`config.mk`:
```
export PLATFORM = sky130hd
export DESIGN_NAME = sync_deframer
export DESIGN_NICKNAME = d
export VERILOG_FILES = /design/src/rtl/deframe_pkg.sv /design/src/rtl/sync_matcher.sv /design/src/rtl/byte_framer.sv /design/src/rtl/crc_checker.sv /design/src/rtl/status_flags.sv /design/src/rtl/sync_deframer.sv
export SDC_FILE = /design/constraint.sdc
export NUM_CORES = 1
export LEC_CHECK = 0
export ABC_AREA = 1
export ABC_CLOCK_PERIOD_IN_PS = 2600
export BUFFER_PORTS_ARGS = -buffer_cell sky130_fd_sc_hd__clkbuf_2
export CORE_UTILIZATION = 45
export CTS_BUF_LIST = sky130_fd_sc_hd__clkbuf_8 sky130_fd_sc_hd__clkbuf_16
export CTS_CLUSTER_SIZE = 16
export DETAILED_ROUTE_END_ITERATION = 16
export PLACE_DENSITY = 0.65
export SLEW_MARGIN = 20
export SYNTH_ARGS = -nofsm -noshare
export SYNTH_HDL_FRONTEND = slang
export SYNTH_SLANG_ARGS = --single-unit
```
`constraint.sdc`:
```
create_clock -name clk -period 2.6 [get_ports clk]
set_clock_uncertainty 0.15 [all_clocks]
set_input_delay 0 -clock clk [delete_from_list [all_inputs] [get_ports clk]]
set_output_delay 0 -clock clk [all_outputs]
set_load 0.01 [all_outputs]
```
`src/rtl/deframe_pkg.sv`:
```
package deframe_pkg;

    localparam int SYNC_W   = 16;
    localparam int BYTE_W   = 8;
    localparam int NUM_SYNC = 3;
    localparam int CRC_W    = 16;
    localparam int STAT_W   = NUM_SYNC + 2;

    localparam logic [CRC_W-1:0]  CRC_POLY = 16'h1021;
    localparam logic [CRC_W-1:0]  CRC_INIT = 16'hFFFF;

    localparam logic [SYNC_W-1:0] FIXED_WORD_A = 16'h3B28;
    localparam logic [SYNC_W-1:0] FIXED_WORD_B = 16'hC4D7;

    // status layout: {sum_ok, byte_rdy, sync[2:0]}
    typedef struct packed {
        logic                sum_ok;
        logic                byte_rdy;
        logic [NUM_SYNC-1:0] sync;
    } status_t;

    function automatic logic [SYNC_W-1:0] fixed_word(input int idx);
        return (idx == 1) ? FIXED_WORD_A : FIXED_WORD_B;
    endfunction

    // one byte into the CRC, MSB first
    function automatic logic [CRC_W-1:0] crc_step(input logic [CRC_W-1:0] c,
                                                  input logic [BYTE_W-1:0] d);
        logic [CRC_W-1:0] r;
        logic             fb;
        r = c;
        for (int i = BYTE_W - 1; i >= 0; i--) begin
            fb = r[CRC_W-1] ^ d[i];
            r  = {r[CRC_W-2:0], 1'b0};
            if (fb) r = r ^ CRC_POLY;
        end
        return r;
    endfunction

endpackage

```
`src/rtl/sync_matcher.sv`:
```
module sync_matcher
    import deframe_pkg::*;
#(
    parameter int W = SYNC_W,
    parameter int N = NUM_SYNC
) (
    input  logic         clk,
    input  logic         rst,
    input  logic         bit_valid,
    input  logic         bit_in,
    input  logic [W-1:0] prog_word,
    output logic [W-1:0] shift_next,
    output logic [N-1:0] hit_vec
);
    localparam int FILL_CW = $clog2(W);
    localparam logic [FILL_CW-1:0] FILL_LAST = FILL_CW'(W - 1);

    logic [W-1:0]       shift_q;
    logic [FILL_CW-1:0] fill_q;
    logic               filled_now;

    assign shift_next = {shift_q[W-2:0], bit_in};
    assign filled_now = bit_valid && (fill_q == FILL_LAST);

    always_ff @(posedge clk) begin
        if (rst) begin
            shift_q <= '0;
            fill_q  <= '0;
        end else if (bit_valid) begin
            shift_q <= shift_next;
            if (fill_q != FILL_LAST) fill_q <= fill_q + 1'b1;
        end
    end

    for (genvar i = 0; i < N; i++) begin : g_cmp
        logic [W-1:0] word;
        if (i == 0) begin : g_prog
            assign word = prog_word;
        end else begin : g_fixed
            assign word = fixed_word(i);
        end
        assign hit_vec[i] = filled_now && (shift_next == word);
    end

    // shift history holds while no bit is offered
    p_shift_hold_r9: assert property (@(posedge clk) disable iff (rst)
        !bit_valid |=> shift_q == $past(shift_q));

endmodule

```
`src/rtl/byte_framer.sv`:
```
module byte_framer
    import deframe_pkg::*;
#(
    parameter int BW = BYTE_W
) (
    input  logic          clk,
    input  logic          rst,
    input  logic          bit_valid,
    input  logic          sync_any,
    input  logic [BW-1:0] byte_in,
    output logic          byte_evt,
    output logic [BW-1:0] rx_data
);
    localparam int CNT_W = $clog2(BW);
    localparam logic [CNT_W-1:0] CNT_LAST = CNT_W'(BW - 1);

    logic [CNT_W-1:0] cnt_q;

    assign byte_evt = bit_valid && !sync_any && (cnt_q == CNT_LAST);

    always_ff @(posedge clk) begin
        if (rst) begin
            cnt_q   <= '0;
            rx_data <= '0;
        end else if (bit_valid) begin
            if (sync_any || cnt_q == CNT_LAST) cnt_q <= '0;
            else                               cnt_q <= cnt_q + 1'b1;
            if (byte_evt) rx_data <= byte_in;
        end
    end

    // a match restarts byte framing
    p_realign_r4: assert property (@(posedge clk) disable iff (rst)
        bit_valid && sync_any |=> cnt_q == '0);

    // completed byte appears in the data register
    p_data_latch_r5: assert property (@(posedge clk) disable iff (rst)
        byte_evt |=> rx_data == $past(byte_in));

endmodule

```
`src/rtl/crc_checker.sv`:
```
module crc_checker
    import deframe_pkg::*;
(
    input  logic              clk,
    input  logic              rst,
    input  logic              sync_any,
    input  logic              byte_evt,
    input  logic [BYTE_W-1:0] byte_in,
    output logic              sum_ok_evt
);
    logic [CRC_W-1:0] crc_q;
    logic [CRC_W-1:0] crc_nx;

    assign crc_nx     = crc_step(crc_q, byte_in);
    assign sum_ok_evt = byte_evt && (crc_nx == '0);

    always_ff @(posedge clk) begin
        if (rst || sync_any) crc_q <= CRC_INIT;
        else if (byte_evt)   crc_q <= crc_nx;
    end

    // a pattern match restarts the checksum
    p_crc_restart_r3: assert property (@(posedge clk) disable iff (rst)
        sync_any |=> crc_q == CRC_INIT);

endmodule

```
`src/rtl/status_flags.sv`:
```
module status_flags
    import deframe_pkg::*;
(
    input  logic    clk,
    input  logic    rst,
    input  status_t set,
    input  logic    rd,
    output status_t flags
);
    always_ff @(posedge clk) begin
        if (rst)     flags <= '0;
        else if (rd) flags <= set;
        else         flags <= flags | set;
    end

    // a read with nothing new leaves all flags clear
    p_read_clears_r7: assert property (@(posedge clk) disable iff (rst)
        rd && (set == '0) |=> flags == '0);

    // flags are sticky without a read
    p_sticky_r7: assert property (@(posedge clk) disable iff (rst)
        !rd |=> (flags & $past(flags)) == $past(flags));

endmodule

```
`src/rtl/sync_deframer.sv`:
```
module sync_deframer
    import deframe_pkg::*;
(
    input  logic              clk,
    input  logic              rst,
    input  logic              bit_valid,
    input  logic              bit_in,
    input  logic [SYNC_W-1:0] prog_word,
    input  logic              status_rd,
    output logic [STAT_W-1:0] status,
    output logic [BYTE_W-1:0] rx_data,
    output logic              irq_n
);
    logic [SYNC_W-1:0]   shift_next;
    logic [NUM_SYNC-1:0] hit_vec;
    logic                sync_any;
    logic                byte_evt;
    logic                sum_ok_evt;
    status_t             set_v;
    status_t             flags;

    sync_matcher #(.W(SYNC_W), .N(NUM_SYNC)) u_match (
        .clk        (clk),
        .rst        (rst),
        .bit_valid  (bit_valid),
        .bit_in     (bit_in),
        .prog_word  (prog_word),
        .shift_next (shift_next),
        .hit_vec    (hit_vec)
    );

    assign sync_any = |hit_vec;

    byte_framer #(.BW(BYTE_W)) u_frame (
        .clk       (clk),
        .rst       (rst),
        .bit_valid (bit_valid),
        .sync_any  (sync_any),
        .byte_in   (shift_next[BYTE_W-1:0]),
        .byte_evt  (byte_evt),
        .rx_data   (rx_data)
    );

    crc_checker u_crc (
        .clk        (clk),
        .rst        (rst),
        .sync_any   (sync_any),
        .byte_evt   (byte_evt),
        .byte_in    (shift_next[BYTE_W-1:0]),
        .sum_ok_evt (sum_ok_evt)
    );

    always_comb begin
        set_v.sum_ok   = sum_ok_evt;
        set_v.byte_rdy = byte_evt;
        set_v.sync     = hit_vec;
    end

    status_flags u_flags (
        .clk   (clk),
        .rst   (rst),
        .set   (set_v),
        .rd    (status_rd),
        .flags (flags)
    );

    assign status = flags;
    assign irq_n  = ~|flags;

    // the checksum flag only rises together with a byte event
    p_sum_with_byte_r4: assert property (@(posedge clk) disable iff (rst)
        $rose(flags.sum_ok) |-> flags.byte_rdy);

endmodule

```
* Yosys cells after proc, flatten, opt, wreduce, memory -nomap -nowiden *
Index checks and enable logic that the tools add are counted.

word-level totals
  word-level logic and storage cells = 59
  register bits after elaboration = 51
  output and inout port bits = 14

operators by class
  reduce and logical (&&, ||, !) cells = 16
  mux-type cells = 10
  equality and inequality tests = 6
  bitwise operators = 17
  add/sub/neg operators = 2

operators by type and width
  operator                                                                 number
  13-bit two-way mux                                                       8
  3-bit NOT                                                                8
  16-bit by 14-bit equality test with 1-bit output, second input constant  1
  16-bit equality test                                                     1
  16-bit equality test, second input constant                              1
  16-bit logical NOT                                                       1
  1-bit XOR                                                                8
  1-bit logical AND                                                        7
  5-bit two-way mux                                                        1
  5-bit bitwise OR                                                         1
  5-bit OR reduction                                                       1
  4-bit by 1-bit adder with 4-bit output, second input constant            1
  4-bit equality test, second input constant                               1
  4-bit inequality test, second input constant                             1
  2-bit AND reduction                                                      2
  3-bit by 1-bit adder with 3-bit output, second input constant            1
  3-bit equality test, second input constant                               1
  3-bit two-way mux                                                        1
  3-bit OR reduction                                                       1
  1-bit logical NOT                                                        2
  1-bit logical OR                                                         2

* Depth between registers and ports, before layout *
Gate-level depths: netlist of the first run.

  depth in word-level cells = 20
  depth in mapped cells = 13
  gate-level depth less buffers = 12

* Hierarchy *
Synthesis of the first run repeated with hierarchy kept, for this count alone.

unflattened totals
  cells, all modules = 432
  area, all modules = 2,859.0 um2

by module, submodules not included
  module         cells each  area an instance (um2)  times used
  sync_matcher   164         1,176.1                 1
  crc_checker    167         989.7                   1
  byte_framer    70          489.2                   1
  status_flags   21          166.4                   1
  sync_deframer  10          37.5                    1

* Worst setup path after synthesis of the first run *
No wires, ideal clock.

  kind = register to register
  start point = register u_match.fill_q[0]
  end point = register u_crc.crc_q[15]
  period minus slack after synthesis = 1.830 ns
  path slack = 0.770 ns
  data arrival time = 1.551 ns
  stages on the path, launching flop included = 12
  library setup time = 0.129 ns
  path through = dfxtp_1 > ha_1 > nand3_1 > nor2_2 > nand3_1 > nor2_1 > nor2_4 > nand2_4 > nor2_4 > buf_6 > nand2_1 > o211ai_2

on the way
  cells in the longest elaborated chain, start to end = 7
  elaborated cells between the ends (all ways) = 10

RTL lines
  item                            RTL line             source
  start: declaration              sync_matcher.sv:19   logic [FILL_CW-1:0] fill_q;
  start signal: assignment        sync_matcher.sv:31   if (fill_q != FILL_LAST) fill_q <= fill_q + 1'b1;
  4-bit equality test *           sync_matcher.sv:23   assign filled_now = bit_valid && (fill_q == FILL_LAST);
  1-bit logical AND *             sync_matcher.sv:23
  1-bit logical AND               sync_matcher.sv:42   assign hit_vec[i] = filled_now && (shift_next == word);
  3-bit OR reduction *            sync_deframer.sv:32  assign sync_any = |hit_vec;
  1-bit logical NOT               byte_framer.sv:19    assign byte_evt = bit_valid && !sync_any && (cnt_q == CNT_LAST);
  1-bit logical AND (2 in a row)  byte_framer.sv:19
  end signal: assignment          crc_checker.sv:19    else if (byte_evt) crc_q <= crc_nx;
  end: declaration                crc_checker.sv:11    logic [CRC_W-1:0] crc_q;

Every way passes the cells marked *; elsewhere a longest branch is shown, timed or not.
A chain may end at the register's enable or synchronous reset.

* Worst setup path in the final report of the first run *
  start point = register u_match.fill_q[0]
  end point = register, netlist name u_flags.flags[4]

on the way
  cells in the longest elaborated chain, start to end = 10
  elaborated cells between the ends (all ways) = 12

RTL lines
  item                              RTL line             source
  4-bit equality test *             sync_matcher.sv:23
  1-bit logical AND *               sync_matcher.sv:23
  1-bit logical AND                 sync_matcher.sv:42
  3-bit OR reduction *              sync_deframer.sv:32
  1-bit logical NOT *               byte_framer.sv:19
  1-bit logical AND * (2 in a row)  byte_framer.sv:19
  1-bit logical AND *               crc_checker.sv:15    assign sum_ok_evt = byte_evt && (crc_nx == '0);
  5-bit bitwise OR                  status_flags.sv:13   else flags <= flags | set;
  5-bit two-way mux *               status_flags.sv:12   else if (rd) flags <= set;

Marks and branches as above.

==> results of run 1 <==
## worst paths after layout
path                                    endpoint         startpoint
worst min-delay path            u_flags.flags[0]       prog_word[2]
worst min register to register  u_frame.cnt_q[1]   u_frame.cnt_q[1]
worst max-delay path            u_flags.flags[4]  u_match.fill_q[0]
worst max register to register  u_flags.flags[4]  u_match.fill_q[0]
## Yosys cell counts (2+ instances only)
cell      count  share of area [%]
o21ai_0      27                4.9
a21oi_1      24                4.4
ha_1          3                1.4
nor3_1        6                1.1
xnor2_1       8                2.6
o211ai_2      6                2.7
dfxtp_1      51                 37
a211oi_1      6                1.6
buf_6         3                1.2
inv_2         5               0.69
nand4_1       3               0.69
clkbuf_1      7               0.96
inv_1        38                5.2
nand2_1     125                 17
nand3_1      20                3.7
nor2_2        3               0.69
nor2_4        2               0.82
nor2_1       49                6.7
o21ai_1       5               0.92
## state kept, by name (all words and copies together) (netlist names)
| register | cells |
|---|---|
| u_frame.cnt_q | 3 |
| u_match.fill_q | 4 |
| u_flags.flags | 5 |
| u_crc.crc_q | 16 |
| u_frame.rx_data | 8 |
| u_match.shift_q | 15 |
## where the power goes
group	switching (W)	internal, W	leakage (nW)
registers	0.0000304	0.000802	0.416
logic	0.000122	0.0000714	1.07
clock network	0.000289	0.000197	0.0452
## stage by stage
step / total power, W / hold slack, ns
3_3_place_gp: 0.00103 / 0.197
4_1_cts: 0.00152 / 0.0216
6_report: 0.00151 / 0.0281
5_1_grt: 0.00159 / 0.0769
3_5_place_dp: 0.00104 / 0.196
2_1_floorplan: 0.000978 / 0.0493
## cell type report
type / instances / share of cell area, %
multi-input cells: 300 / 47.9
flip-flops and latches: 51 / 33.2
repair buffers: 41 / 7.57
inverters: 43 / 5.25
well taps: 75 / 3.05
clock buffers: 5 / 2.24
clock inverters: 3 / 0.814
## per-layer routing
layer	GRT usage (%)	wire length, µm	up-vias
met5	0	0	-
li1	-	-	1370
met2	33.9	2810	61
met1	30.5	3360	1159
met3	4.57	295	6
met4	6.61	65	0
## worst max-delay path, delay by kind of cell (launching register included)
family / cells / cell delay [ns]
flip-flops: 1 / 0.38
AO/OA/AOI/OAI: 1 / 0.07
adder cells (fa/ha/maj): 1 / 0.21
buffers and inverters: 1 / 0.18
AND/OR/NAND/NOR: 8 / 1.07
## kinds of logic after synthesis
family                     after synthesis  share of synthesized area (%)
DFF                                     51                           37.4
buffers and inverters                   56                           8.71
xor gates and xnor gates                 9                           2.89
AOI/OAI and AO/OA                       72                           15.8
and+or+nand+nor                        216                           33.8
adders and majority gates                3                           1.38
==> out/qor.txt, run 1 <==
Final ANT Viol Nets - 0
critical path class - reg2reg
DRT iter0 DRCs - 128
setup TNS - 0 ns
post-DP HPWL - 4.84 mm
Place WS - 0.436 ns
worst r2r path cells - 11
area of the multi-input gates - 1470 µm²
syn nets - 431
Reg clk slew, reported paths - 0.10 ns
final hold vios - 0
clk_lat worst skew - 0.32 ns
Slew @ Worst Pin - 0.724 ns
Critical Path Slowest Stage Cell - dfxtp_1
CTS buffer count - 5
FF+latch area - 1020 µm²
vias in the first global route - 2262
Final Max Slew Viols - 0
Post-Syn Area - 2730 µm²
EDFF count, synth - 0
first-pass GRT wire length - 10.7 mm
GP Congestion - 0.846
most frequent cells in the layout - 125 x nand2_1, 51 x dfxtp_1, 49 x nor2_1, 38 x inv_1, 34 x clkbuf_2
Power Density - 492 nW/µm²
Post-CTS Setup Repair Bufs - 0
FF+latch count, synth - 51
htree depth - 2
Wirelength per Cell - 12.6 µm
maximum clock path buffer count - 2
Post-Synthesis Cells - 407
maximum VDD drop - 0.293 mV
Final setup viols - 0
crit path DAT - 2.23 ns
GR Util All Layers - 22.0%
Yosys warnings - 0
Die ar. - 6380 µm²
FFs w/ async S/R, synth - 0%
die span in y - 79.9 µm
Max Fclk - 457 MHz
CTS Hold Bufs - 4
flop2flop setup slack - 0.41 ns
dpl cell area - 2940 µm²
cell area after layout - 3070 µm²
routed via count - 2596
TritonCTS clock tree - done
initial antenna violation count - 0
CTS root buf - clkbuf_8
minimum clock period - 2.19 ns
FILL cells - 593
Hold Crit Depth - 6
Port Buffers - 34
max-cap viol count - 0
syn_area_per_cell - 6.71 µm²
non-filler cells, final - 518
post-CTS sizing - 0
crit-path most repeated cell - nand3_1
commonest non-fill, non-tap cell in the layout - nand2_1
Seq/Total Area, Yosys - 37.4%
Worst setup EP type - register
initial core utilization - 46.4%
placed cell count - 506
Distinct cells, synth - 35
hold crit path type - in2reg
Overflow after GRT - 0
layout cells sized above 1 - 15.3%
Crit path largest cell delay - 0.38 ns
Die W - 79.9 µm
io pins - 35
largest net degree at the start of global routing - 30
Syn-to-layout area delta - 12.6%
setup ws final - 0.414 ns
DR pass1 iterations - 4
status - completed
final net count - 466
Vias per Instance - 5.01
Tcrit/Tclk final - 84.1%
commonest register cell after synthesis - dfxtp_1
diode count - 0
row cnt - 28
final wirelength - 6.53 mm
Sink Count - 51
post-layout util - 52.2%
leakage - 1.53 nW
RSZ-0062 raised after global routing - false
core footprint - 5890 µm²
slew margin rel. - 51.7%
DRC Markers - 0
crit path max fanout - 11
CP required - 2.64 ns
Startpoint Class - register
cells along the critical path - ha_1 > nand3_1 > nor2_2 > nand3_1 > nor2_1 > nor2_4 > nand2_4 > nor2_4 > buf_4 > nand3_1 > a21oi_1
(Power assumes the default switching activity.)
==> run 2: changes to the inputs <==
--- a/config.mk
+++ b/config.mk
@@ -6,13 +6,13 @@
 export NUM_CORES = 1
 export LEC_CHECK = 0
 export ABC_AREA = 1
-export ABC_CLOCK_PERIOD_IN_PS = 2600
+export ABC_CLOCK_PERIOD_IN_PS = 2000
 export BUFFER_PORTS_ARGS = -buffer_cell sky130_fd_sc_hd__clkbuf_2
 export CORE_UTILIZATION = 45
 export CTS_BUF_LIST = sky130_fd_sc_hd__clkbuf_8 sky130_fd_sc_hd__clkbuf_16
 export CTS_CLUSTER_SIZE = 16
 export DETAILED_ROUTE_END_ITERATION = 16
-export PLACE_DENSITY = 0.65
+export PLACE_DENSITY = 0.67
 export SLEW_MARGIN = 20
 export SYNTH_ARGS = -nofsm -noshare
 export SYNTH_HDL_FRONTEND = slang
==> constraint.sdc (replaced) <==
create_clock -name clk -period 2 [get_ports clk]
set_clock_uncertainty 0.15 [all_clocks]
set_input_delay 0 -clock clk [delete_from_list [all_inputs] [get_ports clk]]
set_output_delay 0 -clock clk [all_outputs]
set_load 0.01 [all_outputs]
==> run 2 against run 1 <==
- first-iteration DRC count is 16% higher
- maximum frequency up 16%
- combinational power increased by 41%
==> out/qor.txt, run 2 (same netlist as run 1, synthesis figures left out) <==
GP Congestion - 0.882 (was 0.846)
Hold Crit Depth - 6 (unchanged)
critical path class - reg2reg (unchanged)
cells along the critical path - inv_2 > nand2_1 > nor3_1 > nand2_1 > nor2_4 > nor2_4 > nand2_4 > buf_12 > nor2_8 > nand2_1 > o21bai_1 (was ha_1 > nand3_1 > nor2_2 > nand3_1 > nor2_1 > nor2_4 > nand2_4 > nor2_4 > buf_4 > nand3_1 > a21oi_1)
Die W - 79.9 µm (unchanged)
core footprint - 5890 µm² (unchanged)
hold slack - 0.0351 ns (was 0.0281 ns)
crit path max fanout - 10 (was 11)
non-filler cells, final - 533 (was 518)
max-cap viol count - 0 (unchanged)
Comb pwr share - 14.1% (was 12.8%)
most frequent cells in the layout - 125 x nand2_1, 46 x nor2_1, 45 x dfxtp_1, 39 x inv_1, 34 x clkbuf_2 (was 125 x nand2_1, 51 x dfxtp_1, 49 x nor2_1, 38 x inv_1, 34 x clkbuf_2)
switching part of the total power - 28.3% (was 29.2%)
maximum VDD drop - 0.371 mV (was 0.293 mV)
leakage - 1.62 nW (was 1.53 nW)
crit-path most repeated cell - nand2_1 (was nand3_1)
io pins - 35 (unchanged)
clock share of power - 30.3% (was 32.1%)
DRC Markers - 0 (unchanged)
minimum clock period - 1.88 ns (was 2.19 ns)
Largest register FFs - 16 (unchanged)
Worst setup EP type - register (unchanged)
initial antenna violation count - 0 (unchanged)
DR pass1 iterations - 4 (unchanged)
commonest non-fill, non-tap cell in the layout - nand2_1 (unchanged)
setup TNS - 0 ns (unchanged)
Die ar. - 6380 µm² (unchanged)
Slew @ Worst Pin - 0.435 ns (was 0.724 ns)
initial core utilization - 46.4% (unchanged)
final wirelength - 6.80 mm (was 6.53 mm)
die span in y - 79.9 µm (unchanged)
Max Fclk - 532 MHz (was 457 MHz)
vias in the first global route - 2527 (was 2262)
Syn-to-layout area delta - 19.2% (was 12.6%)
DRT iter0 DRCs - 149 (was 128)
Overflow after GRT - 0 (unchanged)
Final ANT Viol Nets - 0 (unchanged)
first-pass GRT wire length - 11.6 mm (was 10.7 mm)
row cnt - 28 (unchanged)
Seq pwr share - 55.6% (was 55.1%)
Reg-to-Reg Start - u_match.shift_q[5] (was u_match.fill_q[0])
Startpoint Class - register (unchanged)
RSZ-0062 raised after global routing - false (unchanged)
Final Total Pwr - 0.00194 W (was 0.00151 W)
flop2flop setup slack - 0.12 ns (was 0.41 ns)
CTS buffer count - 5 (unchanged)
slew margin rel. - 71.0% (was 51.7%)
post-layout util - 55.3% (was 52.2%)
routed via count - 2691 (was 2596)
Internal Power - 0.00139 W (was 0.00107 W)
final hold vios - 0 (unchanged)
register bank with the most flops - u_crc.crc_q (unchanged)
Wirelength per Cell - 12.8 µm (was 12.6 µm)
layout cells sized above 1 - 20.3% (was 15.3%)
Final setup viols - 0 (unchanged)
Worst Path Buf+Inv - 2 (was 1)
crit path DAT - 1.93 ns (was 2.23 ns)
Final Max Slew Viols - 0 (unchanged)
NetSw - 0.000548 W (was 0.000442 W)
clk_lat worst skew - 0.31 ns (was 0.32 ns)
crit path launch - u_match.shift_q[5] (was u_match.fill_q[0])
Reg clk slew, reported paths - 0.09 ns (was 0.10 ns)
worst r2r dst - u_crc.crc_q[8] (was u_flags.flags[4])
CP top delay family - simple AND/OR/NAND/NOR gates (unchanged)
maximum clock path buffer count - 2 (unchanged)
placed cell count - 520 (was 506)
Sink Count - 51 (unchanged)
post-DP HPWL - 5.18 mm (was 4.84 mm)
TritonCTS clock tree - done (unchanged)
Vias per Instance - 5.05 (was 5.01)
Top Registers - u_crc.crc_q: 16 flops, u_match.shift_q: 15 flops, u_frame.rx_data: 8 flops (unchanged)
Critical Path Slowest Stage Cell - dfxtp_1 (unchanged)
FILL cells - 588 (was 593)
Power Density - 595 nW/µm² (was 492 nW/µm²)
FF+latch area - 1030 µm² (was 1020 µm²)
htree depth - 2 (unchanged)
largest net degree at the start of global routing - 30 (unchanged)
diode count - 0 (unchanged)
status - completed (unchanged)
area of the multi-input gates - 1500 µm² (was 1470 µm²)
CTS root buf - clkbuf_8 (unchanged)
GR Util All Layers - 23.6% (was 22.0%)
Tcrit/Tclk final - 94.0% (was 84.1%)
hold path startpoint - prog_word[2] (unchanged)
Crit path largest cell delay - 0.46 ns (was 0.38 ns)
Port Buffers - 34 (unchanged)
hold endpoint - u_flags.flags[0] (unchanged)
CP required - 2.05 ns (was 2.64 ns)
worst r2r path cells - 11 (unchanged)
final net count - 481 (was 466)
hold crit path type - in2reg (unchanged)
[run 2: changes by cell type in the layout (fill, tap and decap cells not counted), moves of 2 or more]
cell / change
buf_12: +3
inv_6: -2
dfxtp_2: +4
nor2_4: +2
dfxtp_4: +2
buf_4: +12
dfxtp_1: -6
nor2_1: -3
[run 2: worst reg2reg max path, delay by kind of cell, from the launching register on]
| family | cells | cell delay [ns] |
|---|---|---|
| compound gates | 1 | 0.15 |
| simple gates | 8 | 0.76 |
| flops | 1 | 0.46 |
| buf+inv | 2 | 0.26 |
[run 2: worst max path at each step]
| stage | slack, ns | cells past startpoint | to |
|---|---|---|---|
| after CTS | 0.03 | 11 | u_frame.rx_data[5] |
| after global routing | 0.008 | 11 | u_frame.rx_data[5] |
| after detailed placement | 0.05 | 11 | u_frame.rx_data[5] |
| after global placement | 0.10 | 12 | u_frame.rx_data[3] |
| final | 0.12 | 11 | u_crc.crc_q[8] |
| after floorplan | 0.17 | 11 | u_crc.crc_q[15] |
[run 2: what timing repair did]
action                     in CTS  in global routing
setup endpoints to repair       0                 28
hold buffers                    4                  0
resized for setup               0                 15
buffers inserted                0                  1
hold endpoints to repair       12                  0
[run 2: power by group through the flow]
stage | Sequential (W) | Clock [W] | Combinational [W]
6_report | 0.00108 | 0.000587 | 0.000273
5_1_grt | 0.00108 | 0.000649 | 0.000314
4_1_cts | 0.00108 | 0.000602 | 0.000270
3_5_place_dp | 0.00110 | 0 | 0.000262
2_1_floorplan | 0.00109 | 0 | 0.000182
3_3_place_gp | 0.00110 | 0 | 0.000258
[run 2: final cells by class]
type / count / area share, %
multi-input combinational: 300 / 46.0
sequential: 51 / 31.8
timing repair buffer: 56 / 11.8
inverter: 43 / 4.96
tap: 75 / 2.88
clock buffer: 5 / 2.12
clock inverter: 3 / 0.500
[run 2: per-layer routing]
| metal | part of all wire, % | track usage, % | routed length [µm] | up-vias |
|---|---|---|---|---|
| li1 | - | - | - | 1399 |
| met1 | 48 | 31.1 | 3270 | 1225 |
| met2 | 46 | 38.8 | 3110 | 59 |
| met3 | 4.8 | 4.57 | 328 | 8 |
| met4 | 1.4 | 7.14 | 93 | 0 |
| met5 | 0 | 0 | 0 | - |
[run 2: per-stage QoR]
stage | area, µm² | worst slack (ns)
after floorplan | 2730 | 0.170
after global placement | 3080 | 0.100
after detailed placement | 3080 | 0.0526
after CTS | 3210 | 0.0339
after global routing | 3250 | 0.00754
final | 3250 | 0.120
